$ cat config.mk
export PLATFORM = sky130hd
export DESIGN_NAME = prio_gate
export DESIGN_NICKNAME = d
export VERILOG_FILES = /design/src/rtl/gate_pkg.sv /design/src/rtl/tpr_reg.sv /design/src/rtl/req_eval.sv /design/src/rtl/ack_unit.sv /design/src/rtl/prio_gate.sv
export SDC_FILE = /design/constraint.sdc
export NUM_CORES = 1
export LEC_CHECK = 0
export BUFFER_PORTS_ARGS = -buffer_cell sky130_fd_sc_hd__buf_2
export CELL_PAD_IN_SITES_DETAIL_PLACEMENT = 1
export CELL_PAD_IN_SITES_GLOBAL_PLACEMENT = 2
export CORE_ASPECT_RATIO = 0.9
export CORE_MARGIN = 1.5
export CORE_UTILIZATION = 18
export CTS_CLUSTER_DIAMETER = 200
export DETAILED_ROUTE_END_ITERATION = 10
export PLACE_DENSITY_LB_ADDON = 0.08
export SYNTH_ARGS = -nofsm -noshare
export SYNTH_HDL_FRONTEND = slang
export SYNTH_HIERARCHICAL = 1
export SYNTH_SLANG_ARGS = --single-unit
$ cat constraint.sdc
create_clock -name clk -period 1.75 [get_ports clk]
set_input_delay 0.175 -clock clk [delete_from_list [all_inputs] [get_ports clk]]
set_output_delay 0.175 -clock clk [all_outputs]
set_load 0.01 [all_outputs]
$ cat src/rtl/gate_pkg.sv
package gate_pkg;
  localparam int VW = 8;
  localparam int CW = 4;
  typedef enum logic [1:0] {
    SEL_PRIO = 2'd0,
    SEL_SPUR = 2'd1,
    SEL_CTRL = 2'd2,
    SEL_NONE = 2'd3
  } mm_sel_e;
endpackage

$ cat src/rtl/tpr_reg.sv
module tpr_reg
  import gate_pkg::*;
#(
  parameter int CRW = 64
) (
  input  logic           clk,
  input  logic           rst,
  input  logic           mm_we,
  input  logic [1:0]     mm_sel,
  input  logic [VW-1:0]  mm_wdata,
  input  logic           cr_we,
  input  logic [CRW-1:0] cr_wdata,
  output logic [VW-1:0]  prio_q,
  output logic [VW-1:0]  spur_q,
  output logic           en_q,
  output logic           fault_q,
  output logic [CRW-1:0] cr_rdata
);
  localparam int RSV = CRW - CW;

  logic mm_prio_we, cr_bad, cr_take;

  assign mm_prio_we = mm_we && (mm_sel == SEL_PRIO);
  assign cr_bad     = |cr_wdata[CRW-1:CW];
  assign cr_take    = cr_we && !cr_bad && en_q && !mm_prio_we;

  always_ff @(posedge clk) begin
    if (rst) begin
      prio_q  <= '0;
      spur_q  <= '1;
      en_q    <= 1'b1;
      fault_q <= 1'b0;
    end else begin
      fault_q <= cr_we && cr_bad;
      if (mm_prio_we)
        prio_q <= mm_wdata;
      else if (cr_take)
        prio_q <= {cr_wdata[CW-1:0], {(VW-CW){1'b0}}};
      if (mm_we && (mm_sel == SEL_SPUR))
        spur_q <= mm_wdata;
      if (mm_we && (mm_sel == SEL_CTRL))
        en_q <= mm_wdata[0];
    end
  end

  assign cr_rdata = en_q ? {{RSV{1'b0}}, prio_q[VW-1:VW-CW]} : '0;

  assert_fault_hold_R4: assert property (@(posedge clk) disable iff (rst)
    (cr_we && cr_bad && !mm_prio_we) |=> ($stable(prio_q) && fault_q));

  assert_cr_low_zero_R3: assert property (@(posedge clk) disable iff (rst)
    cr_take |=> (prio_q[VW-CW-1:0] == '0));

  assert_disabled_hold_R5: assert property (@(posedge clk) disable iff (rst)
    (cr_we && !en_q && !mm_prio_we) |=> $stable(prio_q));
endmodule

$ cat src/rtl/req_eval.sv
module req_eval
  import gate_pkg::*;
(
  input  logic          pend_valid,
  input  logic [CW-1:0] pend_cls,
  input  logic [CW-1:0] prio_cls,
  input  logic          isr_active,
  input  logic [CW-1:0] isr_cls,
  output logic          above_prio,
  output logic          eligible
);
  always_comb begin
    above_prio = pend_valid && (pend_cls > prio_cls);
    eligible   = above_prio && (!isr_active || (pend_cls > isr_cls));
  end
endmodule

$ cat src/rtl/ack_unit.sv
module ack_unit
  import gate_pkg::*;
(
  input  logic          clk,
  input  logic          rst,
  input  logic          ack,
  input  logic          eoi,
  input  logic          above_prio,
  input  logic          eligible,
  input  logic [VW-1:0] pend_vec,
  input  logic [VW-1:0] spur_vec,
  output logic          irq_q,
  output logic          ack_valid_q,
  output logic [VW-1:0] ack_vec_q,
  output logic          ack_spur_q,
  output logic          isr_active_q,
  output logic [VW-1:0] isr_vec_q
);
  logic real_ack;

  assign real_ack = ack && above_prio;

  always_ff @(posedge clk) begin
    if (rst) begin
      irq_q        <= 1'b0;
      ack_valid_q  <= 1'b0;
      ack_vec_q    <= '0;
      ack_spur_q   <= 1'b0;
      isr_active_q <= 1'b0;
      isr_vec_q    <= '0;
    end else begin
      irq_q       <= eligible && !real_ack;
      ack_valid_q <= ack;
      if (ack) begin
        ack_vec_q  <= real_ack ? pend_vec : spur_vec;
        ack_spur_q <= !real_ack;
      end
      if (real_ack) begin
        isr_active_q <= 1'b1;
        isr_vec_q    <= pend_vec;
      end else if (eoi) begin
        isr_active_q <= 1'b0;
      end
    end
  end

  assert_irq_low_on_ack_R9: assert property (@(posedge clk) disable iff (rst)
    (ack_valid_q && !ack_spur_q) |-> !irq_q);

  assert_spur_keeps_isr_R10: assert property (@(posedge clk) disable iff (rst)
    (ack && !above_prio && !eoi) |=> ($stable(isr_active_q) && $stable(isr_vec_q)));

  assert_eoi_clears_R11: assert property (@(posedge clk) disable iff (rst)
    (eoi && !ack) |=> !isr_active_q);

  assert_ack_strobe_R8: assert property (@(posedge clk) disable iff (rst)
    ack |=> ack_valid_q);
endmodule

$ cat src/rtl/prio_gate.sv
module prio_gate
  import gate_pkg::*;
#(
  parameter int CRW = 64
) (
  input  logic           clk,
  input  logic           rst,
  input  logic           mm_we,
  input  logic [1:0]     mm_sel,
  input  logic [7:0]     mm_wdata,
  input  logic           cr_we,
  input  logic [CRW-1:0] cr_wdata,
  output logic [CRW-1:0] cr_rdata,
  output logic           cr_fault,
  output logic [7:0]     prio_o,
  output logic [7:0]     spur_o,
  output logic           en_o,
  input  logic           pend_valid,
  input  logic [7:0]     pend_vec,
  input  logic           ack,
  input  logic           eoi,
  output logic           irq,
  output logic           ack_valid,
  output logic [7:0]     ack_vec,
  output logic           ack_spur,
  output logic           isr_active,
  output logic [7:0]     isr_vec
);
  logic above_prio, eligible;

  tpr_reg #(.CRW(CRW)) u_tpr (
    .clk(clk), .rst(rst),
    .mm_we(mm_we), .mm_sel(mm_sel), .mm_wdata(mm_wdata),
    .cr_we(cr_we), .cr_wdata(cr_wdata),
    .prio_q(prio_o), .spur_q(spur_o), .en_q(en_o),
    .fault_q(cr_fault), .cr_rdata(cr_rdata)
  );

  req_eval u_eval (
    .pend_valid(pend_valid),
    .pend_cls(pend_vec[VW-1:VW-CW]),
    .prio_cls(prio_o[VW-1:VW-CW]),
    .isr_active(isr_active),
    .isr_cls(isr_vec[VW-1:VW-CW]),
    .above_prio(above_prio),
    .eligible(eligible)
  );

  ack_unit u_ack (
    .clk(clk), .rst(rst),
    .ack(ack), .eoi(eoi),
    .above_prio(above_prio), .eligible(eligible),
    .pend_vec(pend_vec), .spur_vec(spur_o),
    .irq_q(irq), .ack_valid_q(ack_valid), .ack_vec_q(ack_vec),
    .ack_spur_q(ack_spur), .isr_active_q(isr_active), .isr_vec_q(isr_vec)
  );

  assert_direct_wins_R6: assert property (@(posedge clk) disable iff (rst)
    (mm_we && mm_sel == SEL_PRIO && cr_we) |=> (prio_o == $past(mm_wdata)));
endmodule

==> results.json, run 1 <==
{
  "setup_viol": 1,
  "crit_slowest_cell": "dfxtp_2",
  "cts_sinks": 38,
  "grtUsageTotal": 0.1164,
  "viasPerCell": 3.852,
  "drt-total-wl_mm": 8.534,
  "synth_edf_count": 0,
  "ant_nets": 0,
  "p_per_area_nw_per_um2": 719.8,
  "die_h_um": 113.8,
  "arrival_ns": 1.88,
  "cap_violations": 0,
  "die_area_um2": 14360,
  "ir_worst_vdd_mv": 0.4246,
  "crit_path_max_incr_delay_ns": 0.33,
  "clockRootBuffer": "clkbuf_16",
  "power.total_mw": 2.430,
  "ys_async_sr_fraction": 0,
  "p_sw_frac": 0.2855,
  "hold_slack_ns": 0.1341,
  "period_minus_slack_ns": 1.751,
  "cp_max_fo": 7,
  "synth_cell_types": 39,
  "crit_required_ns": 1.88,
  "violations": "DRC, setup timing",
  "p_leak_nw": 1.658,
  "p_sw_mw": 0.6938,
  "fillers": 1642,
  "cts_tree": "built",
  "rsz0062_at_grt": "yes",
  "fin_crit_sh": 1.000,
  "first_global_vias": 2270,
  "skew_ns": 0.002777,
  "cp-start-kind": "flop",
  "crit_path_start": "u_tpr/prio_q[5]$_SDFFE_PP0P_",
  "min_path_type": "input pin to flop",
  "hold_start": "mm_wdata[1]",
  "cts_buffer_depth": 2,
  "cts_made_buffers": 5,
  "top_level_ports": 191,
  "antenna_cells": 0,
  "clk_pin_slew_ns": 0.06,
  "wire_per_inst_um": 14.54,
  "mostFrequentLayoutCells": "buf_2, conb_1, dfxtp_1, nand2_1, nand3_1",
  "fin_util": 0.2536,
  "regArea_um2": 762.0,
  "power_frac_comb": 0.233,
  "final_common_cell": "buf_2",
  "fin_ws_ns": -0.0005094,
  "hold_viol": 0,
  "area_growth_syn_to_layout_pct": 37.44,
  "synth-seq-cells": 38,
  "postLayoutCellArea_um2": 3376,
  "worstPathCellList": "inv_2 > ha_4 > nor2b_4 > o211ai_2 > a21oi_4 > clkbuf_16 > mux2i_1 > a211oi_1",
  "drtIter0Drc": 92,
  "cts_setup_buffers": 0,
  "critPathCaptureType": "flop",
  "rows": 40,
  "status": "finished, violations left",
  "finalMaxSlewViolations": 0,
  "max_freq_ghz": 0.5713,
  "multi_input_area_um2": 1403,
  "drc": 7,
  "gp_congestion": 0.7754,
  "antenna_found_initial": 0,
  "core_um2": 13310,
  "drt-pass1-iter-count": 7,
  "synth_ff_type": "dfxtp_1",
  "netlist_area_um2": 2456,
  "dp_hpwl_mm": 6.894,
  "intPower_mw": 1.736,
  "overflow": 0,
  "syn_avg_cell_area_um2": 8.741,
  "fin_nets": 515,
  "die_width_um": 126.1,
  "yosysSeqAreaShare": 0.3097,
  "clock_power_share": 0.376,
  "placed_cell_area_um2": 3117,
  "ys.warnings.count": 6,
  "grt_start_max_net_pins": 37,
  "tightest_slew_ns": 0.6482,
  "p_seq_frac": 0.391,
  "start_util": 0.1845,
  "maxSlewHeadroom": 0.5679,
  "r2r_start": "u_tpr/prio_q[5]$_SDFFE_PP0P_",
  "path_class": "flop to flop",
  "clk_latency_ns": 0.28,
  "grt_pass1_wl_mm": 12.88,
  "cts-hold-fix-buffers": 0,
  "vias": 2261,
  "synthCells": 281,
  "h-tree-depth": 2,
  "instances_no_fill": 587,
  "dp_cells": 577,
  "port_buffers": 130,
  "drive_gt1_frac": 0.4439
}
## kinds of logic after synthesis
| family | count (synthesis) | synth area share |
|---|---|---|
| AND/OR/NAND/NOR | 98 | 0.2308 |
| buffers and inverters | 82 | 0.2343 |
| AO/OA/AOI/OAI | 41 | 0.1299 |
| flip-flops | 38 | 0.3097 |
| multiplexers | 13 | 0.05298 |
| adder cells (fa/ha/maj) | 8 | 0.04076 |
| other | 1 | 0.001527 |
## synthesized netlist by cell type, types with 2 or more instances
cell | count | area share
and2_1 | 6 | 0.015
nor2_1 | 9 | 0.014
nand2_1 | 24 | 0.037
inv_1 | 8 | 0.012
a21oi_2 | 5 | 0.018
clkbuf_1 | 6 | 0.0092
o21ai_2 | 4 | 0.014
nor4_2 | 4 | 0.020
a21oi_1 | 10 | 0.020
ha_1 | 8 | 0.041
buf_2 | 3 | 0.0061
a21bo_2 | 8 | 0.033
nand3_1 | 22 | 0.045
nand4_1 | 4 | 0.010
and3_1 | 3 | 0.0076
o31ai_1 | 4 | 0.012
nor2b_1 | 2 | 0.0051
buf_4 | 62 | 0.19
nand3b_1 | 2 | 0.0061
a211oi_1 | 8 | 0.024
buf_6 | 2 | 0.0092
dfxtp_1 | 38 | 0.31
mux2i_1 | 13 | 0.053
nor4_1 | 11 | 0.028
## final timing paths
check	end	slack [ns]	depth (start not counted)
worst max-delay path	u_ack/ack_vec_q[6]$_SDFFE_PP0P_	-0.0005	8
worst min-delay path	u_tpr/spur_q[1]$_SDFFE_PP1P_	0.13	3
worst max register to register	u_ack/ack_vec_q[6]$_SDFFE_PP0P_	-0.0005	8
worst min register to register	u_tpr/prio_q[3]$_SDFFE_PP0P_	0.46	2
## flip-flops by register name, summed over array words and instances (netlist names)
name	cells
u_ack/isr_vec_q	8
u_ack/ack_vec_q	8
u_tpr/fault_q	1
u_ack/ack_valid_q	1
u_ack/ack_spur_q	1
u_tpr/en_q	1
u_ack/irq_q	1
u_tpr/prio_q	8
u_ack/isr_active_q	1
u_tpr/spur_q	8
## power groups by stage
stage	clock (mW)	sequential, mW	combinational (mW)
after floorplan	0	0.987	0.367
after global placement	0	0.970	0.518
after detailed placement	0	0.970	0.526
after CTS	0.960	0.951	0.528
after global routing	0.996	0.955	0.630
final	0.914	0.949	0.567
## layer usage
metal,global-route usage,wire (um),part of all wire,vias to the layer above
li1,-,-,-,1135
met1,0.1601,3934,0.46,1035
met2,0.1839,4020,0.47,83
met3,0.02533,459,0.054,8
met4,0.03295,119,0.014,0
met5,0,0,0,-
## through the flow
stage	TNS, ns	worst slack (ns)
after floorplan	0	0.04679
after global placement	0	0.05337
after detailed placement	0	0.02180
after CTS	0	0.01713
after global routing	-0.6093	-0.08366
final	-0.0005094	-0.0005094
## what timing repair did
item,in CTS,in global routing
resized for setup,0,9
endpoints found under the hold margin,0,0
setup endpoints to repair,0,9
## layout make-up
class | instances | area share
Multi-Input combinational cell | 220 | 0.4155
Timing Repair Buffer | 145 | 0.2439
Sequential cell | 38 | 0.2257
Tap cell | 168 | 0.06227
Clock buffer | 7 | 0.04225
Inverter | 8 | 0.008895
Clock inverter | 1 | 0.001483
## worst max-delay path, delay by kind of cell (launching register included)
family          cells  cell delay (ns)
compound gates      3             0.46
simple gates        1             0.13
flops               1             0.33
mux                 1             0.17
buf+inv             2             0.26
fa+ha+maj           1             0.26
No activity file was read; power rests on OpenSTA's default activity.
==> run 2: changes to the inputs <==
CTS_BUF_LIST = sky130_fd_sc_hd__clkbuf_16   (was not set)
==> run 2 against run 1 <==
Effect of this change: the flow still finishes with violations (DRC, setup timing); flip-flop and latch count did not move; fmax barely moved; sequential power barely moved; clock power fell by 5.6%; clock skew barely moved; combinational power barely moved; count of clock-buffer cells in the layout fell by 2; utilization fell by 0.075 points; global-route usage did not move; critical path depth did not move; critical endpoint unchanged; register-to-register slack barely moved; non-clock buffer count did not move.
==> results.json, run 2 (synthesized netlist as in run 1, its figures left out) <==
{
  "status": "finished, violations left",
  "violations": "DRC, setup timing",
  "drtIter0Drc": 92,
  "p_sw_frac": 0.2912,
  "cts_made_buffers": 5,
  "clk_pin_slew_ns": 0.06,
  "skew_ns": 0.002974,
  "start_util": 0.1845,
  "grtUsageTotal": 0.1164,
  "drt-pass1-iter-count": 7,
  "clock_power_share": 0.363,
  "cpLargestDelayFamily": "compound AO/OA/AOI/OAI gates",
  "p_leak_nw": 1.657,
  "wire_per_inst_um": 14.54,
  "cts_setup_buffers": 0,
  "fin_nets": 515,
  "grt_start_max_net_pins": 37,
  "finalMaxSlewViolations": 0,
  "power_frac_comb": 0.238,
  "viasPerCell": 3.852,
  "worst-path-buf-inv": 2,
  "hold_slack_ns": 0.1339,
  "clk_latency_ns": 0.28,
  "p_per_area_nw_per_um2": 706.7,
  "ant_nets": 0,
  "drc": 7,
  "cts_sinks": 38,
  "h-tree-depth": 2,
  "dp_hpwl_mm": 6.894,
  "crit_required_ns": 1.88,
  "cap_violations": 0,
  "dpl_worst_slack_ns": 0.02180,
  "die_area_um2": 14360,
  "port_buffers": 130,
  "p_seq_frac": 0.399,
  "setup_viol": 1,
  "min_path_type": "input pin to flop",
  "mostFrequentLayoutCells": "buf_2, conb_1, dfxtp_1, nand2_1, nand3_1",
  "crit_path_max_incr_delay_ns": 0.33,
  "die_width_um": 126.1,
  "die_h_um": 113.8,
  "fin_crit_sh": 1.001,
  "max_freq_ghz": 0.5710,
  "cp_max_fo": 7,
  "antenna_found_initial": 0,
  "vias": 2261,
  "clockRootBuffer": "clkbuf_16",
  "first_global_vias": 2270,
  "antenna_cells": 0,
  "rsz0062_at_grt": "yes",
  "final_common_cell": "buf_2",
  "intPower_mw": 1.686,
  "overflow": 0,
  "cts_tree": "built",
  "top_level_ports": 191,
  "gp_congestion": 0.7754,
  "cts_buffer_depth": 2,
  "core_um2": 13310,
  "maxSlewHeadroom": 0.5679,
  "drt-total-wl_mm": 8.534,
  "hold_viol": 0,
  "critPathCaptureType": "flop",
  "arrival_ns": 1.88,
  "p_sw_mw": 0.6926,
  "cp-start-kind": "flop",
  "tightest_slew_ns": 0.6482,
  "period_minus_slack_ns": 1.751,
  "ir_worst_vdd_mv": 0.4082,
  "worstPathCellList": "inv_2 > ha_4 > nor2b_4 > o211ai_2 > a21oi_4 > clkbuf_16 > mux2i_1 > a211oi_1",
  "crit_slowest_cell": "dfxtp_2",
  "area_growth_syn_to_layout_pct": 37.04,
  "fin_ws_ns": -0.001385,
  "grt_pass1_wl_mm": 12.88,
  "drive_gt1_frac": 0.4415,
  "path_class": "flop to flop",
  "rows": 40
}
==> run 2: changes by cell type in the layout (fill, tap and decap cells not counted), sizes merged <==
| cell | change |
|---|---|
| clkbuf | -2 |
| clkinv | +1 |
| inv | +1 |
==> run 2: repair_timing <==
| item | in CTS | in global routing |
|---|---|---|
| hold buffers | 0 | 0 |
| resized for setup | 0 | 9 |
| endpoints found under the setup margin | 0 | 9 |
==> run 2: worst reg2reg max path, stage by stage (launching register included) <==
cell and delay [ns]:
dfxtp_2 0.33, inv_2 0.04, ha_4 0.26, nor2b_4 0.13, o211ai_2 0.10, a21oi_4 0.28, clkbuf_16 0.22, mux2i_1 0.17
a211oi_1 0.08
==> run 2: cell type report <==
type | count | area (um2)
Fill cell | 1643 | 9947
Multi-Input combinational cell | 220 | 1403
Timing Repair Buffer | 145 | 823.3
Sequential cell | 38 | 762.0
Tap cell | 168 | 210.2
Clock buffer | 5 | 125.1
Inverter | 8 | 30.03
Clock inverter | 3 | 12.51
==> run 2: final timing paths <==
path | start | slack (ns) | cells past startpoint | to
setup reg to reg | u_tpr/prio_q[5]$_SDFFE_PP0P_ | -0.001 | 8 | u_ack/ack_vec_q[6]$_SDFFE_PP0P_
setup / recovery | u_tpr/prio_q[5]$_SDFFE_PP0P_ | -0.001 | 8 | u_ack/ack_vec_q[6]$_SDFFE_PP0P_
hold / removal | mm_wdata[1] | 0.13 | 3 | u_tpr/spur_q[1]$_SDFFE_PP1P_
hold reg to reg | u_tpr/prio_q[3]$_SDFFE_PP0P_ | 0.46 | 2 | u_tpr/prio_q[3]$_SDFFE_PP0P_
==> run 2: per-stage QoR <==
step	std cells	power [mW]	util	TNS (ns)	instance area [um2]
finish	587	2.379	0.2528	-0.001385	3366
global placement	577	1.488	0.2341	0	3117
global route	587	2.530	0.2528	-0.6134	3366
CTS	585	2.389	0.2445	0	3254
floorplan	340	1.354	-	0	2679
detailed placement	577	1.496	0.2341	0	3117
==> run 2: power groups by stage <==
stage | Clock, mW | Combinational (mW) | Sequential [mW]
floorplan | 0 | 0.367 | 0.987
global placement | 0 | 0.518 | 0.970
detailed placement | 0 | 0.526 | 0.970
CTS | 0.911 | 0.528 | 0.950
global route | 0.944 | 0.630 | 0.955
finish | 0.863 | 0.567 | 0.949
==> run 2: metal layers <==
layer,GRT usage,up-vias,share of wire
met1,0.1601,1035,0.46
met3,0.02533,8,0.054
met4,0.03295,0,0.014
met5,0,-,0
met2,0.1839,83,0.47
li1,-,1135,-
